`src/rtl/ddr_pmu_pkg.sv`:
```
package ddr_pmu_pkg;
  localparam int unsigned ADDR_CTRL = 0;
  localparam int unsigned ADDR_STAT = 1;
  localparam int unsigned ADDR_CFG0 = 2;
  localparam int unsigned ADDR_CNT0 = 8;
  localparam logic [7:0]  CODE_ID_RD = 8'h41;
  localparam logic [7:0]  CODE_ID_WR = 8'h42;
endpackage

```
`src/rtl/ddr_pmu_evsel.sv`:
```
module ddr_pmu_evsel #(
  parameter int EVT_W = 128,
  parameter int SEL_W = 8
) (
  input  logic [EVT_W-1:0] evt_i,
  input  logic [SEL_W-1:0] sel_i,
  input  logic             qual_i,
  output logic             hit_o
);
  import ddr_pmu_pkg::*;
  localparam int IDX_W = $clog2(EVT_W);

  logic             in_range;
  logic             filtered;
  logic [IDX_W-1:0] idx;

  always_comb begin
    in_range = (32'(sel_i) < EVT_W);
    idx      = IDX_W'(sel_i);
    filtered = (8'(sel_i) == CODE_ID_RD) || (8'(sel_i) == CODE_ID_WR);
    hit_o    = 1'b0;
    if (in_range) begin
      hit_o = evt_i[idx] && (!filtered || qual_i);
    end
  end
endmodule

```
`src/rtl/ddr_pmu_counter.sv`:
```
module ddr_pmu_counter #(
  parameter int CNT_W = 32
) (
  input  logic             clk,
  input  logic             rst_n,
  input  logic             load_i,
  input  logic [CNT_W-1:0] load_val_i,
  input  logic             inc_i,
  output logic [CNT_W-1:0] count_o,
  output logic             max_o
);
  always_ff @(posedge clk or negedge rst_n) begin
    if (!rst_n)      count_o <= '0;
    else if (load_i) count_o <= load_val_i;
    else if (inc_i)  count_o <= count_o + 1'b1;
  end

  assign max_o = &count_o;

  // an increment at all ones lands on zero
  p_wrap_r5: assert property (@(posedge clk) disable iff (!rst_n)
    (inc_i && !load_i && max_o) |=> (count_o == '0));

  // a load takes the presented value
  p_load_r9: assert property (@(posedge clk) disable iff (!rst_n)
    load_i |=> (count_o == $past(load_val_i)));
endmodule

```
`src/rtl/ddr_pmu_regs.sv`:
```
module ddr_pmu_regs #(
  parameter int NUM_CNT = 4,
  parameter int CNT_W   = 32,
  parameter int SEL_W   = 8,
  parameter int DATA_W  = 32,
  parameter int ADDR_W  = 4
) (
  input  logic                           clk,
  input  logic                           rst_n,
  input  logic                           wr_en_i,
  input  logic [ADDR_W-1:0]              wr_addr_i,
  input  logic [DATA_W-1:0]              wr_data_i,
  input  logic                           rd_en_i,
  input  logic [ADDR_W-1:0]              rd_addr_i,
  input  logic [NUM_CNT-1:0][CNT_W-1:0]  count_i,
  input  logic                           expire_i,
  output logic                           run_en_o,
  output logic                           frozen_o,
  output logic [NUM_CNT-1:0][SEL_W-1:0]  sel_o,
  output logic [NUM_CNT-1:0]             load_o,
  output logic [CNT_W-1:0]               load_val_o,
  output logic [DATA_W-1:0]              rd_data_o,
  output logic                           rd_valid_o
);
  import ddr_pmu_pkg::*;

  localparam logic [ADDR_W-1:0] A_CTRL = ADDR_W'(ADDR_CTRL);
  localparam logic [ADDR_W-1:0] A_STAT = ADDR_W'(ADDR_STAT);

  logic                clr_frz;
  logic [DATA_W-1:0]   rd_mux;

  assign clr_frz    = wr_en_i && (wr_addr_i == A_STAT) && wr_data_i[0];
  assign load_val_o = wr_data_i[CNT_W-1:0];

  always_ff @(posedge clk or negedge rst_n) begin
    if (!rst_n) begin
      run_en_o <= 1'b0;
      frozen_o <= 1'b0;
    end else begin
      if (wr_en_i && wr_addr_i == A_CTRL) run_en_o <= wr_data_i[0];
      if (expire_i)     frozen_o <= 1'b1;
      else if (clr_frz) frozen_o <= 1'b0;
    end
  end

  for (genvar k = 0; k < NUM_CNT; k++) begin : g_slot
    localparam logic [ADDR_W-1:0] A_CFG = ADDR_W'(ADDR_CFG0 + k);
    localparam logic [ADDR_W-1:0] A_CNT = ADDR_W'(ADDR_CNT0 + k);

    always_ff @(posedge clk or negedge rst_n) begin
      if (!rst_n) sel_o[k] <= '0;
      else if (wr_en_i && wr_addr_i == A_CFG) sel_o[k] <= wr_data_i[SEL_W-1:0];
    end

    assign load_o[k] = wr_en_i && !run_en_o && (wr_addr_i == A_CNT);
  end

  always_comb begin
    rd_mux = '0;
    if (rd_addr_i == A_CTRL) rd_mux[0] = run_en_o;
    if (rd_addr_i == A_STAT) rd_mux[0] = frozen_o;
    for (int k = 0; k < NUM_CNT; k++) begin
      if (rd_addr_i == ADDR_W'(ADDR_CFG0 + k)) rd_mux = DATA_W'(sel_o[k]);
      if (rd_addr_i == ADDR_W'(ADDR_CNT0 + k)) rd_mux = DATA_W'(count_i[k]);
    end
  end

  always_ff @(posedge clk or negedge rst_n) begin
    if (!rst_n) begin
      rd_data_o  <= '0;
      rd_valid_o <= 1'b0;
    end else begin
      rd_valid_o <= rd_en_i;
      if (rd_en_i) rd_data_o <= rd_mux;
    end
  end

  // expiry sets the frozen flag
  p_expire_sets_r4: assert property (@(posedge clk) disable iff (!rst_n)
    expire_i |=> frozen_o);

  // a clear write without a coincident expiry releases the freeze
  p_clear_frz_r8: assert property (@(posedge clk) disable iff (!rst_n)
    (clr_frz && !expire_i) |=> !frozen_o);

  // every read is answered one cycle later
  p_rd_answer_r2: assert property (@(posedge clk) disable iff (!rst_n)
    rd_en_i |=> rd_valid_o);

  // returned data holds between reads
  p_rd_hold_r10: assert property (@(posedge clk) disable iff (!rst_n)
    !rd_en_i |=> $stable(rd_data_o));
endmodule

```
`src/rtl/ddr_pmu_top.sv`:
```
module ddr_pmu_top #(
  parameter int NUM_CNT = 4,
  parameter int CNT_W   = 32,
  parameter int EVT_W   = 128,
  parameter int SEL_W   = 8,
  parameter int DATA_W  = 32,
  parameter int ADDR_W  = 4
) (
  input  logic               clk,
  input  logic               rst_n,
  input  logic [EVT_W-1:0]   evt_pulse,
  input  logic [NUM_CNT-2:0] id_match,
  input  logic               reg_wr_en,
  input  logic [ADDR_W-1:0]  reg_wr_addr,
  input  logic [DATA_W-1:0]  reg_wr_data,
  input  logic               reg_rd_en,
  input  logic [ADDR_W-1:0]  reg_rd_addr,
  output logic [DATA_W-1:0]  reg_rd_data,
  output logic               reg_rd_valid,
  output logic               irq
);
  logic                          run_en;
  logic                          frozen;
  logic                          running;
  logic                          expire;
  logic [NUM_CNT-1:0][CNT_W-1:0] count;
  logic [NUM_CNT-1:0][SEL_W-1:0] sel;
  logic [NUM_CNT-1:0]            load;
  logic [NUM_CNT-1:0]            inc;
  logic [NUM_CNT-1:0]            at_max;
  logic [CNT_W-1:0]              load_val;

  assign running = run_en && !frozen;
  assign expire  = running && at_max[0];
  assign irq     = frozen;

  ddr_pmu_regs #(
    .NUM_CNT(NUM_CNT), .CNT_W(CNT_W), .SEL_W(SEL_W),
    .DATA_W(DATA_W), .ADDR_W(ADDR_W)
  ) u_regs (
    .clk(clk), .rst_n(rst_n),
    .wr_en_i(reg_wr_en), .wr_addr_i(reg_wr_addr), .wr_data_i(reg_wr_data),
    .rd_en_i(reg_rd_en), .rd_addr_i(reg_rd_addr),
    .count_i(count), .expire_i(expire),
    .run_en_o(run_en), .frozen_o(frozen), .sel_o(sel),
    .load_o(load), .load_val_o(load_val),
    .rd_data_o(reg_rd_data), .rd_valid_o(reg_rd_valid)
  );

  for (genvar k = 0; k < NUM_CNT; k++) begin : g_cnt
    if (k == 0) begin : g_time
      assign inc[k] = running && !at_max[k];
    end else begin : g_event
      logic hit;
      ddr_pmu_evsel #(.EVT_W(EVT_W), .SEL_W(SEL_W)) u_sel (
        .evt_i(evt_pulse), .sel_i(sel[k]), .qual_i(id_match[k-1]), .hit_o(hit)
      );
      assign inc[k] = running && hit;

      // a select code beyond the event vector leaves the counter alone
      p_unknown_code_r7: assert property (@(posedge clk) disable iff (!rst_n)
        ((32'(sel[k]) >= EVT_W) && !load[k]) |=> $stable(count[k]));
    end

    ddr_pmu_counter #(.CNT_W(CNT_W)) u_cnt (
      .clk(clk), .rst_n(rst_n),
      .load_i(load[k]), .load_val_i(load_val), .inc_i(inc[k]),
      .count_o(count[k]), .max_o(at_max[k])
    );

    // a frozen bank holds every counter unless software loads it
    p_frozen_hold_r4: assert property (@(posedge clk) disable iff (!rst_n)
      (frozen && !load[k]) |=> $stable(count[k]));
  end

  // the time base advances one per cycle while running below all ones
  p_tick_r3: assert property (@(posedge clk) disable iff (!rst_n)
    (running && !at_max[0] && !load[0]) |=> (count[0] == $past(count[0]) + 1'b1));

  // at expiry counter 0 stays at all ones
  p_expire_lock_r4: assert property (@(posedge clk) disable iff (!rst_n)
    (expire && !load[0]) |=> (irq && at_max[0]));
endmodule

```
`config.mk`:
```
export PLATFORM = sky130hd
export DESIGN_NAME = ddr_pmu_top
export DESIGN_NICKNAME = d
export VERILOG_FILES = /design/src/rtl/ddr_pmu_pkg.sv /design/src/rtl/ddr_pmu_evsel.sv /design/src/rtl/ddr_pmu_counter.sv /design/src/rtl/ddr_pmu_regs.sv /design/src/rtl/ddr_pmu_top.sv
export SDC_FILE = /design/constraint.sdc
export NUM_CORES = 1
export LEC_CHECK = 0
export ABC_CLOCK_PERIOD_IN_PS = 3030
export BUFFER_PORTS_ARGS = -buffer_cell sky130_fd_sc_hd__buf_4
export CORE_UTILIZATION = 50
export CTS_CLUSTER_DIAMETER = 120
export DETAILED_ROUTE_END_ITERATION = 6
export GPL_ROUTABILITY_DRIVEN = 0
export HOLD_SLACK_MARGIN = 0.02
export PLACE_DENSITY_LB_ADDON = 0.15
export SLEW_MARGIN = 20
export SYNTH_ARGS = -nofsm -noshare
export SYNTH_HDL_FRONTEND = slang
export SYNTH_SLANG_ARGS = --single-unit
```
`constraint.sdc`:
```
create_clock -name clk -period 3.03 [get_ports clk]
set_clock_uncertainty 0.15 [all_clocks]
set_input_delay 0.606 -clock clk [delete_from_list [all_inputs] [get_ports clk]]
set_output_delay 0.606 -clock clk [all_outputs]
set_load 0.01 [all_outputs]
```
* Word level (Yosys, flattened, before mapping)
Cells that the tools add are included.
Storage, ports and cells: flip-flop bits (word level) 195, input port bits 175, word-level logic and storage cells 116
Cells by class: $add $sub $neg 4, order comparisons 6, equality and inequality tests 24, muxes and demuxes 29, reduce and logical (&&, ||, !) cells 41
Operator list (count):
- two-way mux 32 bit | 15
- adder 32 x 1 -> 32 bit, second input constant | 4
- == test 8 x 7 -> 1 bit, second input constant | 6
- == test 4 bit, second input constant | 8
- AND reduction 32 bit | 1
- less-than comparator 7 x 8 -> 1 bit, second input constant | 3
- less-than comparator 8 bit, second input constant | 3
- binary-select mux 1 bit (select 7 bit) | 3
- logical AND 1 bit | 21
- == test 4 x 2 -> 1 bit, second input constant | 4
- == test 4 x 3 -> 1 bit, second input constant | 4
- two-way mux 1 bit | 10
- nonzero test 2 bit | 5
- == test 4 x 1 -> 1 bit, second input constant | 2
- zero test 4 bit | 2
- two-way mux 8 bit | 1
- zero test 1 bit | 6
- logical OR 1 bit | 6

* Depth between registers and ports, before layout
Gate-level depths: netlist of run 1.
depth in word-level cells 11, gate-level depth with buffers 15, depth with buffers taken out 9

* Modules after synthesis
A second synthesis of run 1 with hierarchy kept.
Second synthesis, totals: cells, all modules 1570, area total of the unflattened synthesis 15203.3 um^2
Modules (own cells, without submodules):
- ddr_pmu_counter | times used 4, cells an instance 216, area an instance 1885.6 um^2
- ddr_pmu_regs | times used 1, cells an instance 362, area an instance 4040.1 um^2
- ddr_pmu_evsel | times used 3, cells an instance 113, area an instance 1191.1 um^2
- ddr_pmu_top | times used 1, cells an instance 5, area an instance 47.5 um^2

* Worst setup path after synthesis of run 1
OpenSTA, ideal clock, no wires.
path type reg2reg, from register u_regs.sel_o[16] (netlist bit), to register g_cnt[2].u_cnt.count_o[2], library setup time 0.126 ns, arrival 2.880 ns, required time 2.754 ns, setup slack -0.126 ns, stages on the path, launching flop included 11, clock period less this slack 3.156 ns, path through dfrtp_1 -> buf_2 -> buf_2 -> mux4_2 -> mux4_2 -> mux2i_1 -> nand3_1 -> nand3_1 -> buf_2 -> o21ai_0 -> a221o_1
Between the ends: word-level cells in the longest chain between the ends 8, elaborated cells between the ends (all ways) 12, those cells by class order compare: 1; eq/ne: 2; mux: 3; reduce/logical: 6
Ends and longest elaborated chain:
- start, declared | RTL line ddr_pmu_regs.sv:19 | output logic [NUM_CNT-1:0][SEL_W-1:0] sel_o,
- start signal, assigned by index | RTL line ddr_pmu_regs.sv:53 | else if (wr_en_i && wr_addr_i == A_CFG) sel_o[k] <= wr_data_i[SEL_W-1:0];
- branches (longest 5 deep; another with binary-select mux 1 bit (select 7 bit))
- two-way mux 1 bit (*) | RTL line ddr_pmu_evsel.sv:22 | if (in_range) begin
- logical AND 1 bit (*) | RTL line ddr_pmu_top.sv:58 | assign inc[k] = running && hit;
- nonzero test 2 bit (no line) (*)
- end signal, assigned | RTL line ddr_pmu_counter.sv:14 | else if (load_i) count_o <= load_val_i;
- end signal, assigned | RTL line ddr_pmu_counter.sv:15 | else if (inc_i) count_o <= count_o + 1'b1;
- end, declared | RTL line ddr_pmu_counter.sv:9 | output logic [CNT_W-1:0] count_o,
Every way passes the cells marked *. The select of a mux whose other input is x is not followed. A chain may end at the register's enable or synchronous reset.

* Worst setup path after layout of run 1
from register u_regs.sel_o[24] (netlist bit), to register g_cnt[3].u_cnt.count_o[7]
Between the ends: word-level cells in the longest chain between the ends 8, elaborated cells between the ends (all ways) 12, those cells by class order compare: 1; eq/ne: 2; mux: 3; reduce/logical: 6
Ends and longest elaborated chain (RTL line):
- branches (longest 5 deep; another with binary-select mux 1 bit (select 7 bit))
- two-way mux 1 bit (*) | ddr_pmu_evsel.sv:22
- logical AND 1 bit (*) | ddr_pmu_top.sv:58
- nonzero test 2 bit (no line) (*)
- end signal, assigned | ddr_pmu_counter.sv:14
- end signal, assigned | ddr_pmu_counter.sv:15
- end, declared | ddr_pmu_counter.sv:9
Marked as above.

==> results.txt, run 1 <==
- The design draws between 10000 and 15000 uW.
- Synthesized area: around 14000 um^2
* Global-route wire length before repair: 84600 um
- Total of hold buffers inserted after clock tree synthesis: 0
* Maximum root-to-sink buffer count: 2
- Input and output buffers added on the ports amount to roughly 210.
- After the last flow step, the layout net total stands at between 2000 and 2500.
* Detailed Route WL: between 50000 and 60000 um
* Number of cells in the finished layout apart from fillers: between 2000 and 2500
* Rel. slew slack: 45.8%
- STA classifies the critical path startpoint as a flop.
- DPL Wire Length: about 40000 um
* Vias in the first global route: around 15000
- Final WS setup: -356 ps
* Number of antenna cells inserted: 0
- In this run the worst hold path is classified as input port to async pin.
- In this run the clock root is driven by a sky130_fd_sc_hd__clkbuf_16.
* Time the final worst path needs with I/O delays and setup: 3390 ps
- TritonCTS built the clock tree.
- Leftover overflow at the end of global routing: 0
- The checks that failed: design-rule violations, negative setup slack.
- The floorplan has 61 rows.
* Post-synthesis register bit count: 195
- The biggest area contributor in the post-synthesis netlist is sky130_fd_sc_hd__dfrtp_1.
- IO Pins: 209
- Routed len/inst: 25.1 um
* H-Tree Level Count: 4
- Prevailing post-synth register cell: sky130_fd_sc_hd__dfrtp_1
- Number of iterations in the first detailed-routing pass: 7
- Count of nets left with antenna violations after detail routing: 0
- Area share of the leading cell type in the synthesized netlist: around 34%
- Synthesized Nets: 1685
- The die is around 170 um wide.
- Once placement finished, the instance area stood at 17600 um^2.
* Area of the core: 27900 um^2
- Entering global routing, the biggest net connects 77 pins.
- In this run the power spent charging and discharging nets is approximately 5200 uW.
- Starting Density: ~51%
* Worst vdd rail ir drop: approximately 470 uV
* Setup repair after global routing missed its margin: yes
- Latest clock arrival within the worst-skew pair: 460 ps
* Number of buffers created by CTS: 17
- Antenna violations before repair: 0
- The worst setup path is of the flop to flop kind.
- Relative to the synthesized area, the layout overhead comes to 39.2%.
- Internal power comes to between 7000 and 8000 uW.
- STA puts the critical path data required time at between 3000 and 4000 ps.
- Before CTS, the worst setup slack after placement is -448 ps.
* Max Slew Vio Count: 0
* Synthesized area divided by synthesized cell count: roughly 9.5 um^2
- Net Sw Frac: roughly two fifths
- Summing all non-filler instances in the final layout gives an area of around 20000 um^2.
* Via density per instance: ~6.9
- PwrDens: 659 nW/um^2
- Setup crit end kind: flop
* Vert. Die Dim: around 170 um
- Worst Tran Pin Value: between 800 and 900 ps
- Dividing the final minimum period by the clock period gives 112%.
- Register area share after synthesis: around a third
* Logic gate share of total power: 45.4%
- Registers are responsible for between 30% and 40% of the overall power.
- Total instance count after detailed placement: 2178
- In the final layout, the share of cells above drive strength 1 is ~41%.
* Finish-stage setup viols: 80
- The run finished, with violations left.
- Synthesis produced between 1500 and 2000 cells.
* Die outline area: between 20000 and 30000 um^2
- Number of warning messages in the yosys log: 0
* Arrival time worst endpoint: around 3600 ps
* Unique cell type count in the Yosys netlist: between 60 and 70
- In this run the worst path has a maximum fanout of 15.
* Max-cap violations: 0
- Clock network power share: 18.2%
* Most area-consuming cells after synthesis: sky130_fd_sc_hd__dfrtp_1 34%, sky130_fd_sc_hd__mux4_2 15%, sky130_fd_sc_hd__nand2_1 4.5%
* Overall global routing resource usage: between 30% and 40%
- The analysis attributes to cell leakage a power of approximately 0.0081 uW.
- Async set-reset flop share out of synthesis: 100%
- Fmax achieved: between 0.2 and 0.3 GHz
- Number of enable-type register cells in the synthesized netlist: 0
- Number of DRC violations after detailed routing: 7
- Worst-path clk slew: roughly 80 ps
* Iteration-0 DRC Markers: approximately 2100
- Number of sinks handled by clock tree synthesis: 195
* Final hold viol count: 0
* Via total after detailed routing: between 15000 and 20000
[logic make-up after synthesis]
| logic type | synth area share, % |
|---|---|
| AOI/OAI and AO/OA | 19.6 |
| muxes | 19.8 |
| and+or+nand+nor | 20.5 |
| DFF | 34.1 |
| xor gates and xnor gates | 1.29 |
| buffers and inverters | 4.32 |
| adders and majority gates | 0.350 |
[registers in the layout (all words and copies together), names as in the netlist]
| signal | cells |
|---|---|
| u_regs.frozen_o | 1 |
| u_regs.rd_valid_o | 1 |
| g_cnt.u_cnt.count_o | 128 |
| u_regs.run_en_o | 1 |
| u_regs.sel_o | 32 |
| u_regs.rd_data_o | 32 |
[metal layers]
metal / part of all wire (%) / track usage (%) / vias up
li1: - / - / 6666
met1: 36 / 47.2 / 7636
met2: 47 / 62.2 / 1085
met3: 10 / 7.82 / 270
met4: 6.7 / 22.4 / 0
met5: 0 / 0 / -
[layout by cell type, fill, tap and decap left out, types with 15 or more instances in the layout]
master                      synthesis  layout
sky130_fd_sc_hd__nand4_1           26      26
sky130_fd_sc_hd__nor4_1            21      16
sky130_fd_sc_hd__a21oi_1           53      37
sky130_fd_sc_hd__o21ai_1            5      22
sky130_fd_sc_hd__a22oi_1           36      24
sky130_fd_sc_hd__mux2_2            44      42
sky130_fd_sc_hd__nor3b_1           20      15
sky130_fd_sc_hd__o21ai_0           93      48
sky130_fd_sc_hd__nand2_1          172     167
sky130_fd_sc_hd__and3_1            35      32
sky130_fd_sc_hd__buf_4             11     378
sky130_fd_sc_hd__a21oi_2            0      15
sky130_fd_sc_hd__mux4_2            94      94
sky130_fd_sc_hd__nor2b_1           26      26
sky130_fd_sc_hd__mux2i_1           21      20
sky130_fd_sc_hd__dfrtp_1          195     192
sky130_fd_sc_hd__nor3_1            35      29
sky130_fd_sc_hd__a222oi_1          27      27
sky130_fd_sc_hd__a31oi_1           35      32
sky130_fd_sc_hd__buf_6              4      33
sky130_fd_sc_hd__buf_12             0      33
sky130_fd_sc_hd__nor2_1           116     110
sky130_fd_sc_hd__a221o_1           45      45
sky130_fd_sc_hd__inv_1             30      30
sky130_fd_sc_hd__o311ai_1           2      18
sky130_fd_sc_hd__o21ai_2            0      28
sky130_fd_sc_hd__clkbuf_16          0      24
sky130_fd_sc_hd__nand3_1           86      79
[area by class of cell]
type	instances	area, um^2
Multi-Input combinational cell	1175	9480
Fill cell	2068	8040
Sequential cell	195	4880
Timing Repair Buffer	464	4350
Tap cell	378	473
Clock buffer	20	467
Clock inverter	12	129
Inverter	30	113
[synth_stat cells (all sizes together), types with 14 or more instances]
master	instances
dfrtp	195
nand2	172
nor2	116
o21ai	98
mux4	94
nand3	86
clkbuf	66
a21oi	53
a221o	45
mux2	44
buf	43
a22oi	36
a31oi	36
and3	35
nor3	35
inv	30
a222oi	27
nand4	26
nor2b	26
o311ai	25
nor4	23
mux2i	21
nor3b	20
xor2	14
[what timing repair did]
action / in CTS / in global routing
resized for setup: 123 / 130
pin swaps: 30 / 70
setup buffers: 28 / 15
cloned: 14 / 9
endpoints found under the setup margin: 69 / 86
[critical path, stage by stage (launching register included)]
cell	delay (ps)
sky130_fd_sc_hd__dfrtp_2	430
sky130_fd_sc_hd__buf_4	130
sky130_fd_sc_hd__buf_4	280
sky130_fd_sc_hd__mux4_2	570
sky130_fd_sc_hd__mux2i_1	230
sky130_fd_sc_hd__a22oi_1	150
sky130_fd_sc_hd__and3_1	240
sky130_fd_sc_hd__nor4_4	220
sky130_fd_sc_hd__buf_4	180
sky130_fd_sc_hd__buf_6	100
sky130_fd_sc_hd__buf_12	140
sky130_fd_sc_hd__buf_12	120
sky130_fd_sc_hd__nor4_1	40
sky130_fd_sc_hd__a221o_1	260
[worst paths after layout]
path / from / to / slack (ps) / cells past startpoint
worst max register to register: u_regs.sel_o[24] / g_cnt[3].u_cnt.count_o[7] / -360 / 13
worst min register to register: u_regs.sel_o[2] / u_regs.sel_o[2] / 360 / 1
worst min-delay path: rst_n / g_cnt[0].u_cnt.count_o[26] / 40 / 1
worst max-delay path: u_regs.sel_o[24] / g_cnt[3].u_cnt.count_o[7] / -360 / 13
min in group clk: reg_wr_data[14] / g_cnt[2].u_cnt.count_o[14] / 260 / 3
max in group asynchronous: rst_n / u_regs.sel_o[8] / 1940 / 2
[power by group through the flow]
stage	Sequential, uW	Clock (uW)	Combinational [uW]
2_1_floorplan	4250	0	2950
3_3_place_gp	4630	0	4490
3_5_place_dp	4660	0	4600
4_1_cts	4660	2380	5360
5_1_grt	4890	2480	6290
6_report	4780	2390	5950
[metrics by stage]
step / TNS [ps] / utilization [%] / hold WS, ps
6_report: -16880 / 71.2 / 40.7
5_1_grt: -24130 / 71.2 / 76.8
4_1_cts: -13320 / 68.5 / 61.9
3_5_place_dp: -17360 / 63.1 / 344
3_3_place_gp: -13370 / 63.1 / 340
2_1_floorplan: -30.5 / - / 160
Note: power is estimated with default switching activity, not from simulation.
==> run 2: changes to the inputs <==
--- a/config.mk
+++ b/config.mk
@@ -5,9 +5,11 @@
 export SDC_FILE = /design/constraint.sdc
 export NUM_CORES = 1
 export LEC_CHECK = 0
+export ABC_AREA = 1
 export ABC_CLOCK_PERIOD_IN_PS = 3030
 export BUFFER_PORTS_ARGS = -buffer_cell sky130_fd_sc_hd__buf_4
 export CORE_UTILIZATION = 50
+export CTS_BUF_LIST = sky130_fd_sc_hd__clkbuf_8
 export CTS_CLUSTER_DIAMETER = 120
 export DETAILED_ROUTE_END_ITERATION = 6
 export GPL_ROUTABILITY_DRIVEN = 0
==> results.txt, run 2 <==
- Final WS setup: 217 ps (+573 ps)
* Clock tree from TritonCTS: done
- Worst EP required: 3270 ps (+50 ps)
* Synthesized area divided by synthesized cell count: 6.32 um^2 (-33%)
* Count of input and output buffers: 208 (unchanged)
- The total via count after detailed routing was 19600 (+25%).
- The final net count was 2970 (+44%).
* Prevailing post-synth register cell: sky130_fd_sc_hd__dfrtp_1
- Vias in the first global route: 18054 (+19%)
* Vert. Die Dim: 186 um (+8.5%)
* Net load switching power: 5210 uW (about the same)
- Final hold viol count: 0 (unchanged)
- The top achievable clock speed was 0.355 GHz (+20%).
- The total inserted antenna cells was 0 (unchanged).
- The layout cell share with drive strength beyond 1 came to 12.1% (-29 points).
- The headroom to the max-slew limit was 42.3% (-3.6 points).
* Max-cap violations: 0 (unchanged)
- Worst hold path type: input port to flop
- The total global-route track usage is 37.2% (-1.0 points).
- Finish-stage setup viols: 0 (-100%)
* Number of buffers created by CTS: 17 (unchanged)
- The static leakage came to 0.00893 uW (+9.8%).
- Maximum root-to-sink buffer count: 2 (unchanged)
- The number of clock sinks was 195 (unchanged).
- Net Sw Frac: 45.8% (+6.1 points)
- Total negative setup slack: 0 ps (+16880 ps)
- The number of distinct library cell variants in the gate-level netlist after synthesis came to 43 (-38%).
- The total congestion overflow after global routing is 0 (unchanged).
* Worst-path clk slew: 100 ps (+20 ps)
- The library cell used most frequently in the layout, excluding fill and tap cells, is sky130_fd_sc_hd__nand2_1.
- Startpoint class of the critical path: flop
- The flip-flop count of the largest register after layout is 128 (unchanged).
- Max Slew Vio Count: 0 (unchanged)
* Die outline area: 34500 um^2 (+18%)
- Via density per instance: 6.04 (-12%)
- IO Pins: 209 (unchanged)
- The flow ran to the end, but the final reports show violations.
- Logic gate share of total power: 44.5% (-0.9 points)
- Setup repair after global routing left no endpoint under its margin.
- The overall die width is 186 um (+8.5%).
* Post-synthesis register bit count: 195 (unchanged)
- The share of synthesized area occupied by flip-flops and latches is 28.9% (-5.2 points).
- The number of instances in the synthesized netlist came to 2671 (+77%).
- Clock tree synthesis selected as its root buffer the cell sky130_fd_sc_hd__clkbuf_8.
- The power per unit of standard cell area came to 597 nW/um^2 (-9.5%).
- The worst voltage drop across the vdd grid came to 428 uV (-9.2%).
- The number of DRC violations after detailed-routing iteration 0 came to 2697 (+29%).
- Library cell with the highest instance count after synthesis: sky130_fd_sc_hd__nand2_1
- Number of enable-type register cells in the synthesized netlist: 0 (unchanged)
- Routed len/inst: 19.5 um (-22%)
- The final worst-path cycle share is 92.9% (-19 points).
- Commonest non-fill, non-tap cells in the layout: 852 x sky130_fd_sc_hd__nand2_1, 476 x sky130_fd_sc_hd__nand3_1, 255 x sky130_fd_sc_hd__inv_1, 245 x sky130_fd_sc_hd__buf_4, 192 x sky130_fd_sc_hd__dfrtp_1
* Setup crit end kind: flop
- Time the final worst path needs with I/O delays and setup: 2810 ps (-573 ps)
- Biggest area consumer among synthesized cells: sky130_fd_sc_hd__dfrtp_1
* Starting Density: 51.3% (+0.16 points)
* Area share of the leading cell type in the synthesized netlist: 28.9% (-5.2 points)
- The relative contribution of sequential cells to total power came to 38.0% (+1.6 points).
* Setup Crit Path Kind: flop to flop
* Antenna violations before repair: 1 (+1)
- The arrival time at the worst endpoint is 3050 ps (-530 ps).
- The actual slew at the worst max-slew pin came to 865 ps (+52.4 ps).
- In the synthesized netlist, the cells that appear most often are 852 x sky130_fd_sc_hd__nand2_1, 476 x sky130_fd_sc_hd__nand3_1, 255 x sky130_fd_sc_hd__inv_1.
- Area of the core: 32900 um^2 (+18%)
- The largest registers in the layout are g_cnt.u_cnt.count_o: 128 flops, u_regs.rd_data_o: 32 flops, u_regs.sel_o: 32 flops.
- Async set-reset flop share out of synthesis: 100% (unchanged)
* Post-CTS Repair Setup Buffers: 0 (-100%)
- The area of the mapped netlist was 16900 um^2 (+18%).
- Synthesized Nets: 2850 (+69%)
- Counting flops per register, the top entry is g_cnt.u_cnt.count_o.
- The internal cell power came to 6180 uW (-22%).
- The number of nets still failing antenna checks after routing came to 0 (unchanged).
- Number of DRC violations after detailed routing: 1 (-6)
- The maximum number of pins on one net before global-route repair was 94 (+22%).
- The maximum level of the CTS H-tree is 4 (unchanged).
* Number of rows created at floorplan: 66 (+8.2%)
* Number of iterations in the first detailed-routing pass: 7 (unchanged)
- The final reports fail on design-rule violations.
- Clock network power share: 17.5% (-0.7 points)
- From synthesis to final layout, the design area changed by 13.2%.
- Ranked by total cell area, the synthesized netlist is headed by sky130_fd_sc_hd__dfrtp_1 29%, sky130_fd_sc_hd__nand2_1 19%, sky130_fd_sc_hd__nand3_1 14%.
- The post-detailed-routing wire length is 63300 um (+11%).
- The insertion delay to the later sink of the worst-skew pair came to 510 ps (+50 ps).
* Dpl ws: 51.8 ps (+499 ps)
* Global-route wire length before repair: 99100 um (+17%)
* DPL Wire Length: 46600 um (+19%)
- The number of synthesis warnings is 0 (unchanged).
* Worst Path Max Fanout: 23 (+8)
==> run 2: cell types whose count changed after synthesis, moves of 52 or more <==
| cell | delta |
|---|---|
| sky130_fd_sc_hd__o21ai_0 | +79 |
| sky130_fd_sc_hd__xor2_1 | +60 |
| sky130_fd_sc_hd__inv_1 | +225 |
| sky130_fd_sc_hd__nand2_1 | +680 |
| sky130_fd_sc_hd__o211ai_1 | +52 |
| sky130_fd_sc_hd__mux4_2 | -94 |
| sky130_fd_sc_hd__nand3_1 | +390 |
==> run 2: routing by layer <==
layer	up-vias	global-route usage, %	wire length (um)
li1	9074	-	-
met1	8992	52.7	25800
met2	1342	54.6	26500
met3	190	8.75	8840
met4	2	14.4	2170
met5	-	0	13
==> run 2: logic make-up (layout without fill, tap and decap cells) <==
logic type | Yosys count | in the layout | share of synthesized area, %
AO/OA/AOI/OAI | 359 | 359 | 12.8
XOR/XNOR | 108 | 108 | 5.61
adder cells (fa/ha/maj) | 4 | 4 | 0.297
buffers and inverters | 426 | 559 | 11.4
flip-flops | 195 | 195 | 28.9
AND/OR/NAND/NOR | 1579 | 1579 | 41.0
==> run 2: metrics by stage <==
stage          util (%)  hold WS [ps]  power (uW)  cell area (um^2)  std cells
6_report           58.1           182       11400             19100       3246
5_1_grt            58.1           160       12100             19100       3246
4_1_cts            58.0           156       11200             19100       3246
3_5_place_dp       56.6           324        9230             18600       3213
3_3_place_gp       56.6           317        9100             18600       3213
2_1_floorplan         -           160        7660             16900       2671
==> run 2: path summary, 6_finish.rpt <==
path                                               to  depth (start not counted)  slack, ps                      start
max                        g_cnt[0].u_cnt.count_o[14]                         11        220  g_cnt[0].u_cnt.count_o[0]
max reg2reg                g_cnt[0].u_cnt.count_o[14]                         11        220  g_cnt[0].u_cnt.count_o[0]
min                                 u_regs.rd_valid_o                          1        180                  reg_rd_en
max in group asynchronous  g_cnt[3].u_cnt.count_o[25]                          3       1450                      rst_n
min reg2reg                      u_regs.rd_data_o[16]                          2        340       u_regs.rd_data_o[16]
min in group asynchronous             u_regs.frozen_o                          2        480                      rst_n
==> run 2: layout make-up <==
class                   count  area [um^2]
clock buffers              17          234
fillers                  3250        13800
repair buffers            259         2100
inverters                 268         1010
multi-input cells        2050        10100
clock inverters            15          216
flip-flops and latches    195         4880
well taps                 442          553
==> run 2: repair_timing <==
action                                  4_1_cts  5_1_grt
gates resized for setup                       0        3
hold endpoints to repair                     58        0
endpoints found under the setup margin        0       44
hold buffers                                  1        0
==> run 2: power by group through the flow <==
stage	clock network, uW	registers [uW]	logic [uW]
finish	1990	4330	5060
global route	2120	4430	5590
CTS	2010	4280	4930
detailed placement	0	4320	4910
global placement	0	4310	4790
floorplan	0	4040	3630
==> run 2: worst max-delay path, stage by stage (launching register included) <==
cell and delay (ps):
sky130_fd_sc_hd__dfrtp_1 470, sky130_fd_sc_hd__ha_1 240, sky130_fd_sc_hd__nand2_2 80, sky130_fd_sc_hd__nor3_2 310
sky130_fd_sc_hd__nand3_1 200, sky130_fd_sc_hd__nor2_1 190, sky130_fd_sc_hd__nand2_1 210, sky130_fd_sc_hd__nand2_4 230
sky130_fd_sc_hd__inv_2 220, sky130_fd_sc_hd__nand3_1 160, sky130_fd_sc_hd__xor2_1 150, sky130_fd_sc_hd__a21oi_1 80
==> run 3: changes to the inputs <==
==> constraint.sdc (replaced) <==
create_clock -name clk -period 3.03 [get_ports clk]
set_clock_uncertainty 0.15 [all_clocks]
set_input_delay 0.4545 -clock clk [delete_from_list [all_inputs] [get_ports clk]]
set_output_delay 0.4545 -clock clk [all_outputs]
set_load 0.01 [all_outputs]
==> results.txt, run 3 (synthesized netlist as in run 2, its figures left out) <==
- Result of the run: finished clean
- DPL Wire Length: 47000 um (+0.82%)
- The first-pass iteration count of the detailed router was 6 (-1).
- Post-CTS Repair Setup Buffers: 0 (unchanged)
* Worst-path clk slew: 110 ps (about the same)
- Startpoint class of the critical path: flop
* Buffer cell driving the clock tree root: sky130_fd_sc_hd__clkbuf_8
- The total congestion overflow after global routing was 0 (unchanged).
* Critical path startpoint: g_cnt[0].u_cnt.count_o[0]
- CP max-delay cell: sky130_fd_sc_hd__dfrtp_1
- The post-detailed-route wirelength per cell is 19.5 um (about the same).
- The overall die width is 186 um (unchanged).
- Period Utilization, post-route: 93.4% (+0.58 points)
- The standard cell core area was 32900 um^2 (unchanged).
- The summed negative setup slack over all endpoints was 0 ps (unchanged).
- PwrDens: 594 nW/um^2 (-0.44%)
- The layout cell share with drive strength beyond 1 is 12.2% (+0.098 points).
- Most common cell after layout, fill and taps aside: sky130_fd_sc_hd__nand2_1
- The maximum level of the CTS H-tree is 4 (unchanged).
- The wire length of the first global-routing pass came to 98300 um (-0.80%).
* Worst hold path type: input port to flop
* Startpoint of the most critical hold path: reg_wr_data[25]
* Detailed Route WL: 63400 um (+0.15%)
- The top cell types in the final layout, fill and taps aside, are 852 x sky130_fd_sc_hd__nand2_1, 476 x sky130_fd_sc_hd__nand3_1, 253 x sky130_fd_sc_hd__inv_1, 249 x sky130_fd_sc_hd__buf_4, 192 x sky130_fd_sc_hd__dfrtp_1.
- Net load switching power: 5240 uW (+0.61%)
- The critical path goes through ha_1 -> nand2_2 -> nor3_2 -> nand3_1 -> nor2_1 -> nand2_1 -> nand2_2 -> nand2_2 -> inv_2 -> nand2_1 -> o211ai_1.
- Number of antenna cells inserted: 0 (unchanged)
* Setup repair after global routing missed its margin: no
- The insertion delay to the later sink of the worst-skew pair was 500 ps (about the same).
* Antenna violations before repair: 0 (-1)
* Largest registers: g_cnt.u_cnt.count_o: 128 flops, u_regs.rd_data_o: 32 flops, u_regs.sel_o: 32 flops
* Time the final worst path needs with I/O delays and setup: 2830 ps (+17.7 ps)
* Number of flip-flops in the largest register: 128 (unchanged)
- CP top delay family: simple AND/OR/NAND/NOR gates
- The switching fraction of total power is 46.3% (+0.59 points).
- Cell occurring most often along the worst timing path: sky130_fd_sc_hd__nand2_2
- TritonCTS built the clock tree.
- Number of rows created at floorplan: 66 (unchanged)
- The final count of pins violating max slew is 0 (unchanged).
- The critical path buffer and inverter count came to 1 (unchanged).
* Post-route worst hold slack: 38.0 ps (-144 ps)
- The effective utilization at floorplan is 51.3% (unchanged).
- Finish-stage setup viols: 0 (unchanged)
- Vias in the first global route: 17885 (-0.94%)
- Growth of design area from synthesis to finish: 12.9%
- The worst register-to-register path begins at g_cnt[0].u_cnt.count_o[0].
- Worst Tran Pin Value: 747 ps (-118 ps)
- The arrival time at the worst endpoint came to 3090 ps (+40 ps).
* Worst vdd rail ir drop: 322 uV (-25%)
- The number of hold violations in the final report came to 0 (unchanged).
* Die outline area: 34500 um^2 (unchanged)
- The largest driver fanout on the critical path was 18 (-22%).
- Rel. slew slack: 48.9% (+6.7 points)
- Internal Pwr Total: 6070 uW (-1.8%)
- The worst setup path is captured at a flop.
* Count of nets left with antenna violations after detail routing: 0 (unchanged)
- The critical path is of the flop to flop type.
- The DRC violation count after routing is 0 (-1).
* Nets: 2972 (+0.067%)
- The total via count after detailed routing came to 19724 (+0.63%).
* Largest net degree at the start of global routing: 96 (+2.1%)
- The critical path's largest stage delay was 430 ps (-40 ps).
- The top achievable clock speed was 0.353 GHz (-0.62%).
* Register share of total power: 38.3% (+0.3 points)
- The per-cell via count in the routed design came to 6.07 (+0.57%).
* Number of buffers created by CTS: 17 (unchanged)
- Leakage power figure: 0.00891 uW (-0.23%)
* Vert. Die Dim: 186 um (unchanged)
- Worst EP required: 3290 ps (+20 ps)
* Register name with the most flops: g_cnt.u_cnt.count_o
* Maximum root-to-sink buffer count: 2 (unchanged)
* Max-cap violations: 0 (unchanged)
- The number of primary I/O pins came to 209 (unchanged).
- The number of port buffers is 208 (unchanged).
- Number of sinks handled by clock tree synthesis: 195 (unchanged)
- Logic gate share of total power: 44.7% (+0.2 points)
- The total global-route track usage is 36.9% (-0.30 points).
- The portion of total power attributed to the clock network came to 17.0% (-0.5 points).
* Iteration-0 DRC Markers: 3237 (+20%)
run 3: tightest hold or removal path, cell delays in order:
cell	delay, ps
sky130_fd_sc_hd__buf_4	90
sky130_fd_sc_hd__nand2_1	50
sky130_fd_sc_hd__nand3_1	60
run 3: stage by stage:
stage | cells | setup WS [ps] | utilization (%) | power, uW | cell area (um^2)
5_1_grt | 3248 | 20.6 | 57.9 | 12000 | 19000
3_5_place_dp | 3214 | 240 | 56.5 | 9220 | 18600
2_1_floorplan | 2671 | 1020 | - | 7660 | 16900
6_report | 3248 | 199 | 57.9 | 11300 | 19000
4_1_cts | 3248 | 216 | 57.9 | 11100 | 19000
3_3_place_gp | 3214 | 348 | 56.5 | 9080 | 18600
run 3: cell type report:
cell class | count | area, um^2
Multi-Input combinational cell | 2050 | 10100
Inverter | 268 | 1010
Clock buffer | 19 | 262
Sequential cell | 195 | 4880
Clock inverter | 13 | 173
Timing Repair Buffer | 261 | 2080
Fill cell | 3218 | 13800
Tap cell | 442 | 553
run 3: repair_timing:
| action | in CTS | in global routing |
|---|---|---|
| hold buffers | 2 | 0 |
| endpoints found under the setup margin | 0 | 32 |
| resized for setup | 0 | 1 |
| endpoints found under the hold margin | 68 | 0 |
run 3: per-layer routing:
metal  up-vias  part of all wire (%)  GRT usage [%]
li1       9078                     -              -
met1      9112                    41           52.6
met2      1340                    42           54.3
met3       194                    13           8.43
met4         0                   3.4           13.3
met5         -                     0              0
run 3: power by group through the flow:
stage | Sequential [uW] | Combinational, uW | Clock (uW)
after floorplan | 4040 | 3630 | 0
after global placement | 4310 | 4780 | 0
after detailed placement | 4320 | 4890 | 0
after CTS | 4280 | 4910 | 1940
after global routing | 4420 | 5560 | 2030
final | 4330 | 5060 | 1920
run 3: worst paths after layout:
check | end | slack, ps | cells past startpoint
min in group asynchronous | u_regs.sel_o[8] | 370 | 2
max in group asynchronous | g_cnt[2].u_cnt.count_o[9] | 1600 | 3
worst min-delay path | g_cnt[0].u_cnt.count_o[25] | 40 | 3
worst max register to register | g_cnt[0].u_cnt.count_o[0] | 200 | 11
worst min register to register | u_regs.rd_data_o[0] | 340 | 2
worst max-delay path | g_cnt[0].u_cnt.count_o[0] | 200 | 11
